$ cat config.mk
export PLATFORM = sky130hd
export DESIGN_NAME = sdram_col_seq
export DESIGN_NICKNAME = d
export VERILOG_FILES = /design/src/rtl/col_seq_pkg.sv /design/src/rtl/cseq_mode_dec.sv /design/src/rtl/cseq_addr_gen.sv /design/src/rtl/cseq_lat_line.sv /design/src/rtl/sdram_col_seq.sv
export SDC_FILE = /design/constraint.sdc
export NUM_CORES = 1
export LEC_CHECK = 0
export BUFFER_PORTS_ARGS = -buffer_cell sky130_fd_sc_hd__buf_2
export CELL_PAD_IN_SITES_DETAIL_PLACEMENT = 1
export CELL_PAD_IN_SITES_GLOBAL_PLACEMENT = 2
export CORE_MARGIN = 2
export CORE_UTILIZATION = 32
export DETAILED_ROUTE_END_ITERATION = 7
export GPL_ROUTABILITY_DRIVEN = 0
export HOLD_SLACK_MARGIN = 0.03
export PLACE_DENSITY_LB_ADDON = 0.1
export SYNTH_ARGS = -nofsm -noshare
export SYNTH_HDL_FRONTEND = slang
export SYNTH_SLANG_ARGS = --single-unit
export TNS_END_PERCENT = 30
$ cat constraint.sdc
create_clock -name clk -period 2.45 [get_ports clk]
set_clock_uncertainty 0.05 [all_clocks]
set_input_delay 0.245 -clock clk [delete_from_list [all_inputs] [get_ports clk]]
set_output_delay 0.245 -clock clk [all_outputs]
set_load 0.02 [all_outputs]
$ cat src/rtl/col_seq_pkg.sv
package col_seq_pkg;

    // Mode word layout: the positions are decoded by the sequencer
    localparam int MODE_W      = 10;
    localparam int LEN_LSB     = 0;
    localparam int ORDER_BIT   = 3;
    localparam int LAT_LSB     = 4;
    localparam int WSINGLE_BIT = 9;
    localparam int BLK_W       = 3;

    typedef enum logic [1:0] {
        SEQ_IDLE  = 2'd0,
        SEQ_BURST = 2'd1,
        SEQ_PAGE  = 2'd2
    } seq_state_e;

    typedef struct packed {
        logic             legal;
        logic             page;
        logic [BLK_W-1:0] len_m1;
        logic             intl;
        logic             lat3;
        logic             wr_single;
        logic             order_err;
    } burst_cfg_t;

endpackage

$ cat src/rtl/cseq_mode_dec.sv
module cseq_mode_dec
    import col_seq_pkg::*;
(
    input  logic [MODE_W-1:0] mode_word,
    output burst_cfg_t        cfg
);

    logic [2:0] len_code;
    logic [2:0] lat_code;
    logic       len_ok;
    logic       lat_ok;
    logic       unused_reserved;

    assign unused_reserved = ^mode_word[8:7];

    always_comb begin
        len_code = mode_word[LEN_LSB +: 3];
        lat_code = mode_word[LAT_LSB +: 3];
        cfg      = '0;
        len_ok   = 1'b1;
        case (len_code)
            3'b000:  cfg.len_m1 = 3'd0;
            3'b001:  cfg.len_m1 = 3'd1;
            3'b010:  cfg.len_m1 = 3'd3;
            3'b011:  cfg.len_m1 = 3'd7;
            3'b111:  cfg.page   = 1'b1;
            default: len_ok     = 1'b0;
        endcase
        lat_ok        = (lat_code == 3'b010) || (lat_code == 3'b011);
        cfg.lat3      = (lat_code == 3'b011);
        cfg.intl      = mode_word[ORDER_BIT] && !cfg.page;
        cfg.order_err = mode_word[ORDER_BIT] && cfg.page;
        cfg.wr_single = mode_word[WSINGLE_BIT];
        cfg.legal     = len_ok && lat_ok;
    end

endmodule

$ cat src/rtl/cseq_addr_gen.sv
module cseq_addr_gen
    import col_seq_pkg::*;
#(
    parameter  int PAGE_COLS = 1024,
    localparam int COL_W     = $clog2(PAGE_COLS)
) (
    input  logic             clk,
    input  logic             rst_n,
    input  logic             load,
    input  logic             step,
    input  logic [COL_W-1:0] start_col,
    input  logic [BLK_W-1:0] len_m1,
    input  logic             intl,
    input  logic             page,
    output logic [COL_W-1:0] col,
    output logic             last
);

    localparam logic [COL_W-1:0] LAST_COL = COL_W'(PAGE_COLS - 1);

    logic [COL_W-1:0] start_q;
    logic [COL_W-1:0] page_col_q;
    logic [BLK_W-1:0] mask_q;
    logic [BLK_W-1:0] cnt_q;
    logic             intl_q;
    logic             page_q;

    logic [BLK_W-1:0] low;
    logic [COL_W-1:0] mask_ext;
    logic [COL_W-1:0] burst_col;

    always_ff @(posedge clk) begin
        if (!rst_n) begin
            start_q    <= '0;
            page_col_q <= '0;
            mask_q     <= '0;
            cnt_q      <= '0;
            intl_q     <= 1'b0;
            page_q     <= 1'b0;
        end else if (load) begin
            start_q    <= start_col;
            page_col_q <= start_col;
            mask_q     <= len_m1;
            cnt_q      <= '0;
            intl_q     <= intl;
            page_q     <= page;
        end else if (step) begin
            cnt_q      <= cnt_q + 1'b1;
            page_col_q <= (page_col_q == LAST_COL) ? '0 : page_col_q + 1'b1;
        end
    end

    always_comb begin
        mask_ext  = {{(COL_W-BLK_W){1'b0}}, mask_q};
        low       = intl_q ? (start_q[BLK_W-1:0] ^ cnt_q)
                           : (start_q[BLK_W-1:0] + cnt_q);
        low       = low & mask_q;
        burst_col = (start_q & ~mask_ext) | {{(COL_W-BLK_W){1'b0}}, low};
        col       = page_q ? page_col_q : burst_col;
        last      = (cnt_q == mask_q);
    end

endmodule

$ cat src/rtl/cseq_lat_line.sv
module cseq_lat_line (
    input  logic clk,
    input  logic rst_n,
    input  logic beat_rd,
    input  logic beat_lat3,
    output logic rd_valid
);

    localparam int DEPTH = 3;

    logic [DEPTH-1:0] v_q;
    logic [DEPTH-1:0] l3_q;

    always_ff @(posedge clk) begin
        if (!rst_n) begin
            v_q  <= '0;
            l3_q <= '0;
        end else begin
            v_q  <= {v_q[DEPTH-2:0], beat_rd};
            l3_q <= {l3_q[DEPTH-2:0], beat_lat3};
        end
    end

    // stage k holds a beat seen k+1 clocks ago
    assign rd_valid = (v_q[1] && !l3_q[1]) || (v_q[2] && l3_q[2]);

endmodule

$ cat src/rtl/sdram_col_seq.sv
module sdram_col_seq
    import col_seq_pkg::*;
#(
    parameter  int PAGE_COLS = 1024,
    localparam int COL_W     = $clog2(PAGE_COLS)
) (
    input  logic              clk,
    input  logic              rst_n,
    input  logic              mode_load,
    input  logic [MODE_W-1:0] mode_word,
    input  logic              cmd_valid,
    input  logic              cmd_write,
    input  logic [COL_W-1:0]  cmd_col,
    input  logic              burst_stop,
    output logic [COL_W-1:0]  col_addr,
    output logic              col_valid,
    output logic              col_write,
    output logic              rd_data_valid,
    output logic              mode_illegal,
    output logic              mode_order_err
);

    logic [MODE_W-1:0] mode_q;
    burst_cfg_t        cfg;
    seq_state_e        st_q;
    seq_state_e        st_d;
    logic              accept;
    logic              single;
    logic              ag_step;
    logic              ag_last;
    logic              lat3_q;
    logic              col_write_q;

    always_ff @(posedge clk) begin
        if (!rst_n)         mode_q <= '0;
        else if (mode_load) mode_q <= mode_word;
    end

    cseq_mode_dec u_dec (
        .mode_word (mode_q),
        .cfg       (cfg)
    );

    assign accept = cmd_valid && cfg.legal;
    assign single = cmd_write && cfg.wr_single;

    cseq_addr_gen #(.PAGE_COLS(PAGE_COLS)) u_addr (
        .clk       (clk),
        .rst_n     (rst_n),
        .load      (accept),
        .step      (ag_step),
        .start_col (cmd_col),
        .len_m1    (single ? 3'd0 : cfg.len_m1),
        .intl      (cfg.intl),
        .page      (cfg.page && !single),
        .col       (col_addr),
        .last      (ag_last)
    );

    // next state
    always_comb begin
        st_d = st_q;
        unique case (st_q)
            SEQ_IDLE:  st_d = SEQ_IDLE;
            SEQ_BURST: if (burst_stop || ag_last) st_d = SEQ_IDLE;
            SEQ_PAGE:  if (burst_stop) st_d = SEQ_IDLE;
            default:   st_d = SEQ_IDLE;
        endcase
        if (accept) st_d = (cfg.page && !single) ? SEQ_PAGE : SEQ_BURST;
    end

    // state register
    always_ff @(posedge clk) begin
        if (!rst_n) st_q <= SEQ_IDLE;
        else        st_q <= st_d;
    end

    // burst attributes captured at accept
    always_ff @(posedge clk) begin
        if (!rst_n) begin
            col_write_q <= 1'b0;
            lat3_q      <= 1'b0;
        end else if (accept) begin
            col_write_q <= cmd_write;
            lat3_q      <= cfg.lat3;
        end
    end

    // outputs
    always_comb begin
        col_valid = 1'b0;
        ag_step   = 1'b0;
        unique case (st_q)
            SEQ_IDLE: begin
                col_valid = 1'b0;
                ag_step   = 1'b0;
            end
            SEQ_BURST, SEQ_PAGE: begin
                col_valid = 1'b1;
                ag_step   = 1'b1;
            end
            default: begin
                col_valid = 1'b0;
                ag_step   = 1'b0;
            end
        endcase
        col_write      = col_write_q;
        mode_illegal   = !cfg.legal;
        mode_order_err = cfg.order_err;
    end

    cseq_lat_line u_lat (
        .clk       (clk),
        .rst_n     (rst_n),
        .beat_rd   (col_valid && !col_write_q),
        .beat_lat3 (lat3_q),
        .rd_valid  (rd_data_valid)
    );

endmodule

## After elaboration in Yosys (flattened, before gate mapping)

Index checks and enable logic that the tools add are counted.

| word-level totals | value |
|---|---|
| flip-flop bits (word level) | 48 |
| input bits | 26 |
| output and inout bits | 15 |

| cells by class | value |
|---|---|
| $add $sub $neg | 3 |
| eq/ne operators | 12 |
| mux-type cells | 15 |
| bitwise logic cells | 6 |
| reduce and logical (&&, ||, !) cells | 23 |

Operators by type and width:

| cell | number |
|---|---|
| $mux 10 | 4 |
| $eq 3x2->1 const B | 4 |
| $add 10x1->10 const B | 1 |
| $and 10x10->10 | 1 |
| $eq 10x10->1 const B | 1 |
| $not 3->10 | 1 |
| $or 10x3->10 | 1 |
| $logic_and 1x1->1 | 9 |
| $pmux 3 s3 | 1 |
| $mux 2 | 4 |
| $mux 3 | 2 |
| $ne 3x3->1 const B | 2 |
| $logic_not 1->1 | 5 |
| $reduce_or 5->1 | 1 |
| $pmux 2 s2 | 1 |
| $reduce_or 2->1 | 2 |
| $add 3x1->3 const B | 1 |
| $add 3x3->3 | 1 |
| $and 3x3->3 | 1 |
| $eq 3x1->1 const B | 1 |
| $eq 3x3->1 | 1 |
| $eq 3x3->1 const B | 1 |
| $logic_not 3->1 | 1 |
| $logic_or 1x1->1 | 3 |
| other kinds (7) | 9 |

## Logic depth before layout (Yosys ltp)

| logic depth | value |
|---|---|
| word-level depth | 7 |
| depth in mapped cells | 7 |
| mapped depth without buffers | 7 |

## By module

From an unflattened synthesis, not the netlist that was laid out.

| unflattened totals | value |
|---|---|
| cell total of the unflattened synthesis | 254 |
| area, all modules | 2372.3 um2 |

By module, submodules not included:

| module | times used | cells an instance | area each (um2) |
|---|---|---|---|
| cseq_addr_gen | 1 | 162 | 1497.7 |
| sdram_col_seq | 1 | 64 | 631.9 |
| cseq_lat_line | 1 | 15 | 170.2 |
| cseq_mode_dec | 1 | 13 | 72.6 |

## Worst setup path before layout

OpenSTA, ideal clock, no wires.

| path | value |
|---|---|
| kind | register to output |
| start | reg u_addr.cnt_q[0] |
| end | out col_addr[2] |
| arrival time | 1.675 ns |
| required time | 2.155 ns |
| setup slack | 0.480 ns |
| stages on the path, launching flop included | 8 |
| buffers on the path | 0 |
| cells stage by stage | dfxtp_1 ha_1 inv_1 fa_1 o21a_1 o21ai_0 xnor2_1 mux2_2 |

| between the ends | value |
|---|---|
| longest elaborated chain between the ends | 5 |

Ends and longest elaborated chain:

| item | RTL line | source |
|---|---|---|
| start, declared | cseq_addr_gen.sv:24 | `logic [BLK_W-1:0] cnt_q;` |
| start signal, assigned | cseq_addr_gen.sv:48 | `cnt_q <= cnt_q + 1'b1;` |
| $add 3x3->3 | cseq_addr_gen.sv:56 | `: (start_q[BLK_W-1:0] + cnt_q);` |
| $mux 3 | cseq_addr_gen.sv:55 | `low = intl_q ? (start_q[BLK_W-1:0] ^ cnt_q)` |
| $and 3x3->3 | cseq_addr_gen.sv:57 | `low = low & mask_q;` |
| $or 10x3->10 | cseq_addr_gen.sv:58 | `burst_col = (start_q & ~mask_ext) \| {{(COL_W-BLK_W){1'b0}}, low};` |
| $mux 10 | cseq_addr_gen.sv:59 | `col = page_q ? page_col_q : burst_col;` |
| end, declared | sdram_col_seq.sv:15 | `output logic [COL_W-1:0] col_addr,` |

Every way passes these cells.

## Worst setup path in the final report

Ends and elaborated chain as after synthesis.

==> summary.md <==
| Metric | Value |
|---|---|
| Slew Limit Fails | `0` |
| Synth top area cells | `dfxtp_1 43%, nand2_1 7.2%, a21oi_1 5.8%` |
| Status | `finished clean` |
| CP endpoint kind | `output pin` |
| Worst vdd ir | `0.184 mV` |
| Commonest cells after routing, fill and taps aside | `43 x dfxtp_1, 41 x nand2_1, 38 x buf_2` |
| Unrepaired setup endpoints after global routing | `no` |
| Layout cells sized above 1 | `0.247` |
| Clock share of power | `0.337` |
| Synth warn | `0` |
| Syn Std Cell Area | `2140 µm²` |
| Synth area leader | `dfxtp_1` |
| Clock root cell | `clkbuf_8` |
| Fmax achieved | `0.423 GHz` |
| Gr usage total | `0.160` |
| Final cell count without fillers | `372` |
| Vias in the first global route | `1886` |
| PortBufs | `38` |
| Multi-input gate area | `1140 µm²` |
| Sw Share | `0.267` |
| Core area | `6420 µm²` |
| Syn nets | `287` |
| Fill count | `771` |
| Data arrival, critical path | `2.07 ns` |
| DP HPWL | `3980 µm` |
| CTS tree | `built` |
| Initial antenna violation count | `0` |
| Antenna Nets Post-Route | `0` |
| Antenna Diode Count | `0` |
| Pre-Repair DR Iteration Count | `4` |
| DR WL/cell | `15.1 µm` |
| Overall die area | `7370 µm²` |
| Setup bufs post-CTS | `0` |
| Sw Pwr | `377 µW` |
| Slowest CP cell | `dfxtp_4` |
| WP data required | `2.15 ns` |
| Sequential power share | `0.567` |
| Top-area cell type share of the netlist area | `0.429` |
| Vias per cell | `4.94` |
| Initial drt markers | `35` |
| Setup WS pre-CTS | `0.116 ns` |
| Avg Synthesized Cell Area | `8.44 µm²` |
| Post-synth ARST share | `0` |
| Clock Latency Late Sink | `0.30 ns` |
| Final WL | `5630 µm` |
| Final Cycle Share | `0.966` |
| HP Class | `in2reg` |
| CP Max Fanout | `4` |
| Post-CTS Hold Fix Bufs | `0` |
| First-pass GRT wire length | `9380 µm` |
| CTS Sinks | `46` |
| Worst path cell trace | `ha_1 > inv_1 > fa_2 > o21a_1 > o21ai_2 > xnor2_1 > mux2_2 > buf_2` |
| Die W | `85.9 µm` |
| Main synth FF type | `dfxtp_1` |
| Htree depth | `2` |
| Internal power | `1.03 mW` |
| Num rows | `29` |
| Startpoint Class | `register` |
| # IOs | `41` |
| Initial Util | `0.334` |
| Reg area | `927 µm²` |
| PD cells | `550 nW/µm²` |
| GRT overflow | `0` |
| EDFF count, synth | `0` |
| Final hold vios | `0` |
| Slew @ Worst Pin | `0.686 ns` |
| Cell variety after synth | `38` |
| Inserted Clock Buffers | `5` |
| Placed Cells | `364` |
| Slew headroom | `0.542` |
| # setup viols final | `0` |
| Seq cells post-synth | `46` |
| Layout Nets | `327` |
| CTS max path bufs | `2` |
| Critical path class | `reg2out` |
| Max_cap viols | `0` |
| Area growth syn-to-layout | `19.5%` |
| Via count | `1839` |
| Clk slew on worst S/H paths | `0.09 ns` |
| Largest net degree at the start of global routing | `19` |
| Setup TNS | `0 ns` |
| Setup ws final | `0.0838 ns` |
| Logic pwr share | `0.097` |
| Static Leak | `1.05 nW` |
| Mapped Cells | `254` |
| Critical Path Max Stage Delay | `0.38 ns` |
| Min cycle time layout | `2.37 ns` |
| Post-synthesis sequential area ratio | `0.429` |
| DRC | `0` |
| Most common cell after layout, fill and taps aside | `dfxtp_1` |
| Chip height | `85.9 µm` |
==> synthesized netlist by cell type, types with 2 or more instances <==
cell / number
xor2_1: 4
nand3_1: 9
a21oi_1: 25
or4_1: 2
nand2_1: 41
mux2i_1: 12
nor3_1: 4
clkbuf_1: 12
nand4_1: 2
a22oi_1: 3
ha_1: 6
dfxtp_1: 46
o22ai_1: 2
o32ai_1: 2
and2_1: 5
inv_1: 12
nor2_1: 22
xnor2_1: 6
o21ai_0: 13
mux2_2: 8
==> per-layer routing <==
layer	vias up	GRT usage	part of all wire
li1	946	-	-
met1	865	0.222	0.51
met2	22	0.251	0.45
met3	6	0.0308	0.022
met4	0	0.0519	0.012
met5	-	0	0
==> worst paths after layout <==
kind / start / endpoint / slack (ns) / cells past startpoint
worst min register to register: u_lat.v_q[1] / u_lat.v_q[2] / 0.38 / 2
worst min-delay path: mode_word[1] / mode_q[1] / 0.13 / 3
worst max register to register: st_q[0] / u_addr.page_col_q[9] / 0.61 / 5
worst max-delay path: u_addr.cnt_q[0] / col_addr[2] / 0.08 / 8
==> critical path, delay by kind of cell, from the launching register on <==
| family | cells | cell delay [ns] |
|---|---|---|
| fa+ha+maj | 2 | 0.50 |
| flops | 1 | 0.38 |
| compound gates | 2 | 0.34 |
| mux | 1 | 0.26 |
| buf+inv | 2 | 0.21 |
| xor+xnor | 1 | 0.08 |
==> flip-flops by register name, indices dropped and copies added (netlist names) <==
signal / flops
u_addr.mask_q: 3
col_write: 1
st_q: 2
u_lat.l3_q: 3
u_addr.page_q: 1
u_addr.page_col_q: 10
u_addr.start_q: 10
lat3_q: 1
mode_q: 8
u_addr.intl_q: 1
u_addr.cnt_q: 3
u_lat.v_q: 3
==> cell type report <==
class / instances / share of cell area
Sequential cell: 46 / 0.362
Inverter: 12 / 0.0176
Multi-Input combinational cell: 183 / 0.445
Clock buffer: 5 / 0.0269
Clock inverter: 3 / 0.00830
Timing Repair Buffer: 46 / 0.103
Tap cell: 77 / 0.0376
==> through the flow <==
| step | area (µm²) | power, mW | util | hold slack, ns |
|---|---|---|---|---|
| floorplan | 2140 | 0.895 | - | 0.331 |
| global placement | 2450 | 0.954 | 0.382 | 0.364 |
| detailed placement | 2450 | 0.956 | 0.382 | 0.369 |
| CTS | 2550 | 1.44 | 0.397 | 0.118 |
| global route | 2560 | 1.49 | 0.399 | 0.135 |
| finish | 2560 | 1.41 | 0.399 | 0.127 |
==> power by group through the flow <==
stage | registers (mW) | clock network, mW | logic, mW
global route | 0.804 | 0.528 | 0.154
finish | 0.799 | 0.475 | 0.137
CTS | 0.800 | 0.498 | 0.139
detailed placement | 0.818 | 0 | 0.138
floorplan | 0.811 | 0 | 0.0839
global placement | 0.817 | 0 | 0.137
==> repair_timing <==
item | in CTS | in global routing
pin swaps | 0 | 1
gates resized for setup | 4 | 4
setup endpoints to repair | 1 | 1
==> kinds of logic (layout without fill, tap and decap cells) <==
kind of cell	count (synthesis)	count (layout)	synth area share
AND/OR/NAND/NOR	93	93	0.199
AO/OA/AOI/OAI	53	53	0.145
flip-flops	46	46	0.429
buffers and inverters	25	66	0.0438
multiplexers	20	20	0.0980
XOR/XNOR	10	10	0.0408
adder cells (fa/ha/maj)	7	7	0.0443
No activity file was read; power rests on OpenSTA's default activity.
